$ cat src/rtl/ref_vsel_pkg.sv
package ref_vsel_pkg;
  typedef enum logic [1:0] {
    VS_IDLE = 2'd0,
    VS_SCAN = 2'd1,
    VS_HOLD = 2'd2
  } vsel_state_e;
endpackage

$ cat src/rtl/ref_bit_array.sv
module ref_bit_array #(
  parameter int NUM_FRAMES = 64,
  parameter int IDX_W      = $clog2(NUM_FRAMES)
) (
  input  logic                  clk,
  input  logic                  rst_n,
  input  logic                  acc_valid,
  input  logic [IDX_W-1:0]      acc_frame,
  input  logic                  clr_en,
  input  logic [IDX_W-1:0]      clr_idx,
  input  logic                  set_en,
  input  logic [IDX_W-1:0]      set_idx,
  output logic [NUM_FRAMES-1:0] ref_bits
);

  // One flop per frame; a set (access or handover) beats a walk clear.
  for (genvar f = 0; f < NUM_FRAMES; f++) begin : g_frame
    logic hit_set;
    logic hit_clr;
    assign hit_set = (acc_valid && (acc_frame == IDX_W'(f))) ||
                     (set_en && (set_idx == IDX_W'(f)));
    assign hit_clr = clr_en && (clr_idx == IDX_W'(f));

    always_ff @(posedge clk) begin
      if (!rst_n)       ref_bits[f] <= 1'b0;
      else if (hit_set) ref_bits[f] <= 1'b1;
      else if (hit_clr) ref_bits[f] <= 1'b0;
    end
  end

  AST_ACC_SETS: assert property (@(posedge clk) disable iff (!rst_n)
    acc_valid |=> ref_bits[$past(acc_frame)]);

  AST_ACC_WINS: assert property (@(posedge clk) disable iff (!rst_n)
    (clr_en && acc_valid && (acc_frame == clr_idx)) |=> ref_bits[$past(clr_idx)]);

  AST_PASS_CLEARS: assert property (@(posedge clk) disable iff (!rst_n)
    (clr_en && !(acc_valid && (acc_frame == clr_idx)) && !(set_en && (set_idx == clr_idx)))
      |=> !ref_bits[$past(clr_idx)]);

  AST_GRANT_SETS: assert property (@(posedge clk) disable iff (!rst_n)
    set_en |=> ref_bits[$past(set_idx)]);

endmodule

$ cat src/rtl/ref_scan_ctrl.sv
module ref_scan_ctrl
  import ref_vsel_pkg::*;
#(
  parameter int NUM_FRAMES = 64,
  parameter int IDX_W      = $clog2(NUM_FRAMES)
) (
  input  logic                  clk,
  input  logic                  rst_n,
  input  logic [NUM_FRAMES-1:0] ref_bits,
  input  logic                  acc_valid,
  input  logic [IDX_W-1:0]      acc_frame,
  input  logic                  req_valid,
  output logic                  req_ready,
  output logic                  vic_valid,
  input  logic                  vic_ready,
  output logic [IDX_W-1:0]      vic_frame,
  output logic                  clr_en,
  output logic [IDX_W-1:0]      clr_idx,
  output logic                  set_en,
  output logic [IDX_W-1:0]      set_idx
);

  localparam logic [IDX_W-1:0] LAST_IDX = IDX_W'(NUM_FRAMES - 1);
  localparam int               LEN_W    = IDX_W + 2;

  vsel_state_e      st;
  logic [IDX_W-1:0] ptr;
  logic [IDX_W-1:0] vic_q;
  logic             cur_hot;

  function automatic logic [IDX_W-1:0] step(input logic [IDX_W-1:0] i);
    return (i == LAST_IDX) ? '0 : i + 1'b1;
  endfunction

  // Frame under the pointer counts as referenced if its bit is set or
  // an access to it arrives in this very cycle.
  assign cur_hot = ref_bits[ptr] | (acc_valid && (acc_frame == ptr));

  always_comb begin
    clr_en  = (st == VS_SCAN) && cur_hot;
    clr_idx = ptr;
    set_en  = (st == VS_HOLD) && vic_ready;
    set_idx = vic_q;
  end

  always_ff @(posedge clk) begin
    if (!rst_n) begin
      st    <= VS_IDLE;
      ptr   <= '0;
      vic_q <= '0;
    end else begin
      unique case (st)
        VS_IDLE: if (req_valid) st <= VS_SCAN;
        VS_SCAN: begin
          if (!cur_hot) begin
            vic_q <= ptr;
            st    <= VS_HOLD;
          end else begin
            ptr <= step(ptr);
          end
        end
        VS_HOLD: begin
          if (vic_ready) begin
            ptr <= step(vic_q);
            st  <= VS_IDLE;
          end
        end
        default: st <= VS_IDLE;
      endcase
    end
  end

  assign req_ready = (st == VS_IDLE);
  assign vic_valid = (st == VS_HOLD);
  assign vic_frame = vic_q;

  // Walk-length monitor for the sweep bound.
  logic [LEN_W-1:0] scan_len;
  logic             noisy;
  always_ff @(posedge clk) begin
    if (!rst_n) begin
      scan_len <= '0;
      noisy    <= 1'b0;
    end else if (st == VS_IDLE) begin
      scan_len <= '0;
      noisy    <= 1'b0;
    end else if (st == VS_SCAN) begin
      scan_len <= scan_len + 1'b1;
      noisy    <= noisy | acc_valid;
    end
  end

  AST_SWEEP_BOUND: assert property (@(posedge clk) disable iff (!rst_n)
    ((st == VS_SCAN) && !noisy && !acc_valid) |-> (scan_len <= LEN_W'(NUM_FRAMES)));

  AST_HOLD_STABLE: assert property (@(posedge clk) disable iff (!rst_n)
    (vic_valid && !vic_ready) |=> (vic_valid && $stable(vic_frame) && !req_ready));

endmodule

$ cat src/rtl/ref_victim_sel.sv
module ref_victim_sel #(
  parameter int NUM_FRAMES = 64,
  parameter int IDX_W      = $clog2(NUM_FRAMES)
) (
  input  logic             clk,
  input  logic             rst_n,
  input  logic             acc_valid,
  input  logic [IDX_W-1:0] acc_frame,
  input  logic             req_valid,
  output logic             req_ready,
  output logic             vic_valid,
  input  logic             vic_ready,
  output logic [IDX_W-1:0] vic_frame
);

  logic [NUM_FRAMES-1:0] ref_bits;
  logic                  clr_en;
  logic [IDX_W-1:0]      clr_idx;
  logic                  set_en;
  logic [IDX_W-1:0]      set_idx;

  ref_bit_array #(.NUM_FRAMES(NUM_FRAMES), .IDX_W(IDX_W)) u_bits (
    .clk       (clk),
    .rst_n     (rst_n),
    .acc_valid (acc_valid),
    .acc_frame (acc_frame),
    .clr_en    (clr_en),
    .clr_idx   (clr_idx),
    .set_en    (set_en),
    .set_idx   (set_idx),
    .ref_bits  (ref_bits)
  );

  ref_scan_ctrl #(.NUM_FRAMES(NUM_FRAMES), .IDX_W(IDX_W)) u_ctrl (
    .clk       (clk),
    .rst_n     (rst_n),
    .ref_bits  (ref_bits),
    .acc_valid (acc_valid),
    .acc_frame (acc_frame),
    .req_valid (req_valid),
    .req_ready (req_ready),
    .vic_valid (vic_valid),
    .vic_ready (vic_ready),
    .vic_frame (vic_frame),
    .clr_en    (clr_en),
    .clr_idx   (clr_idx),
    .set_en    (set_en),
    .set_idx   (set_idx)
  );

  AST_FIRST_VICTIM_ZERO: assert property (@(posedge clk) disable iff (!rst_n)
    ($past(!rst_n) && rst_n) |-> (req_ready && !vic_valid));

endmodule

$ cat config.mk
export PLATFORM = sky130hd
export DESIGN_NAME = ref_victim_sel
export DESIGN_NICKNAME = d
export VERILOG_FILES = /design/src/rtl/ref_vsel_pkg.sv /design/src/rtl/ref_bit_array.sv /design/src/rtl/ref_scan_ctrl.sv /design/src/rtl/ref_victim_sel.sv
export SDC_FILE = /design/constraint.sdc
export NUM_CORES = 1
export LEC_CHECK = 0
export BUFFER_PORTS_ARGS = -buffer_cell sky130_fd_sc_hd__buf_2
export CAP_MARGIN = 40
export CORE_MARGIN = 4
export CORE_UTILIZATION = 65
export DETAILED_ROUTE_END_ITERATION = 8
export PLACE_DENSITY = 0.83
export SYNTH_ARGS = -nofsm -noshare
export SYNTH_HDL_FRONTEND = slang
export SYNTH_HIERARCHICAL = 1
export SYNTH_SLANG_ARGS = --single-unit
$ cat constraint.sdc
create_clock -name clk -period 4.2 [get_ports clk]
set_input_delay 0.84 -clock clk [delete_from_list [all_inputs] [get_ports clk]]
set_output_delay 0.84 -clock clk [all_outputs]
set_load 0.03 [all_outputs]
==> impl_results.md <==
- DRC: 0
- Post-DRT Antenna Nets: 0
- Layout cell share with drive strength beyond 1: 0.150
- Clk root buf: clkbuf_8
- Final net count: 523
- Setup Skew: 0.0121 ns
- Seq cells post-synth: 78
- Crit-path max FO: 25
- Share of synthesized flip-flops with an asynchronous set or reset: 0
- Ranking of synthesized cells by area: dfxtp_1 33%, a22oi_1 9.5%, o21ai_0 6.9%, a21oi_1 6.5%, mux2i_1 5.0%
- GPL Wtd Cong: 0.939
- Iteration-0 DRC Markers: 602
- Die area: 8760 µm²
- Syn nets: 537
- # diodes: 0
- First-pass GRT wire length: 22900 µm
- Die Wd: 93.6 µm
- Setup tns final: 0 ns
- Synth unique cells: 58
- VDD IR max: 0.215 mV
- Most common cell after layout, fill and taps aside: dfxtp_1
- Worst-Skew Late Latency: 0.35 ns
- Worst Setup Start Kind: register
- Run status: finished clean
- Mapped Cells: 524
- # Max-Cap Violations: 0
- CP Cell Sequence: nand2_1 > o221a_1 > a221oi_1 > nor3_2 > a211oi_4 > or3b_1 > o21ai_0 > a21oi_1
- LEAKAGE: 1.54 nW
- CP Data Required Time: 4.41 ns
- Site row count: 30
- Final Hold Vio Count: 0
- CP delay by family, top: compound AO/OA/AOI/OAI gates
- Port bufs: 18
- Fin crit share: 0.785
- Vias: 4608
- Placed wire-length estimate: 9300 µm
- CTS sink cnt: 78
- Syn_area_per_cell: 9.08 µm²
- Max Clock Freq: 0.303 GHz
- Initial core utilization: 0.685
- Most frequent cells in the layout: 77 x dfxtp_1, 66 x o21ai_0, 62 x a21oi_1, 60 x a22oi_1, 24 x mux2i_1
- Fin. max-slew vios: 0
- Relative slew slack: 0.377
- Initial antenna violation count: 0
- Num ports: 19
- Min Tclk post-route: 3.30 ns
- FILL cells: 506
- HP Class: register to register
- Mapped Area: 4760 µm²
- Routed WL: 14600 µm
- Worst Path Arrival: 3.51 ns
- Largest net degree at the start of global routing: 41
- Place WS: 0.940 ns
- Top cell type's share of synthesized area: 0.328
- Avg WL per Cell: 23.9 µm
- Pwr/cell area: 290 nW/µm²
- TritonCTS Buffers: 9
- Gr usage total: 0.337
- CTS Buffer Depth: 2
- Crit path buf inv count: 0
- Post-CTS setup buffers: 0
- Post-synthesis sequential area ratio: 0.328
- Synth area leader: dfxtp_1
- R2R setup slack: 0.90 ns
- Global route total overflow: 0
- Clk slew on worst S/H paths: 0.08 ns
- Post-synth EDFFs: 0
- Post-CTS Resized: 0
- H-tree depth: 3
- Die Y: 93.6 µm
- Warning count from the yosys run: 6
- Final setup viols: 0
- Measured slew at the worst slew-check pin: 0.933 ns
- Hold buffers post-CTS: 0
- Vias in the first global route: 4416
- Slowest CP cell: dfxtp_1
- Via/cell ratio: 7.54
- Top FF cell, synth: dfxtp_1
- PnR worst setup slack: 0.904 ns
- Worst setup EP type: register
- RSZ-0062 raised after global routing: no
- CTS tree: yes
- Core ar.: 6940 µm²
- Drt first pass iters: 6
- Synth-to-Final Area Change: 5.26%
- Critical Path Max Stage Delay: 0.88 ns
- Crit Path Category: register to register
-- routing by layer --
layer	share of wire	track usage	vias up
met3	0.13	0.105	73
met4	0.037	0.155	0
li1	-	-	2008
met2	0.46	0.526	381
met1	0.37	0.425	2146
met5	0	0	-
-- synth_stat cells, drive strengths merged (7+ instances only) --
library cell / instances
and4b: 8
clkbuf: 33
a22oi: 60
nor4b: 8
and4bb: 12
mux4: 10
dfxtp: 78
nand2: 20
o21ai: 67
nand2b: 12
buf: 22
nor2: 9
a21oi: 62
nand3: 7
mux2i: 24
xnor2: 9
-- path summary, 6_finish.rpt --
check / start / end / cells after the start
setup reg to reg: u_ctrl/clr_idx[2] / u_bits/ref_bits[14] / 8
hold reg to reg: u_bits/ref_bits[17] / u_bits/ref_bits[17] / 2
setup / recovery: u_ctrl/clr_idx[2] / u_bits/ref_bits[14] / 8
hold / removal: u_bits/ref_bits[17] / u_bits/ref_bits[17] / 2
-- registers in the layout (all words and copies together), names as in the netlist --
signal,count
u_bits/ref_bits,64
u_ctrl/clr_idx,6
u_ctrl/set_idx,6
u_ctrl/st,2
-- kinds of logic after synthesis --
family          share of synthesized area
compound gates                      0.282
simple gates                        0.197
xor+xnor                           0.0202
mux                                 0.103
flops                               0.328
buf+inv                            0.0647
fa+ha+maj                         0.00526
-- worst reg2reg max path: stages, from the launching register on --
cell,delay (ns)
dfxtp_1,0.88
nand2_1,0.22
o221a_1,0.26
a221oi_1,0.34
nor3_2,0.10
a211oi_4,0.33
or3b_1,0.65
o21ai_0,0.28
a21oi_1,0.10
-- area by class of cell --
| type | instances | area [µm²] | share of cell area |
|---|---|---|---|
| sequential | 78 | 1560 | 0.312 |
| clock buffer | 13 | 159 | 0.0317 |
| multi-input combinational | 385 | 2890 | 0.577 |
| tap | 96 | 120 | 0.0240 |
| inverter | 6 | 22.5 | 0.00450 |
| clock inverter | 3 | 42.5 | 0.00849 |
| timing repair buffer | 30 | 213 | 0.0425 |
-- per-stage QoR --
stage	hold WS [ns]	util	instances	area, µm²	power [W]
2_1_floorplan	0.436	-	524	4760	0.000859
3_3_place_gp	0.457	0.683	591	4750	0.000887
3_5_place_dp	0.467	0.692	595	4810	0.000897
4_1_cts	0.479	0.721	611	5010	0.00146
5_1_grt	0.499	0.721	611	5010	0.00150
6_report	0.478	0.721	611	5010	0.00145
-- power breakdown --
group	switching [W]	total, W	internal (W)
logic	0.0000851	0.000130	0.0000446
registers	0.00000914	0.000756	0.000746
clock network	0.000263	0.000570	0.000307
(Power assumes the default switching activity.)
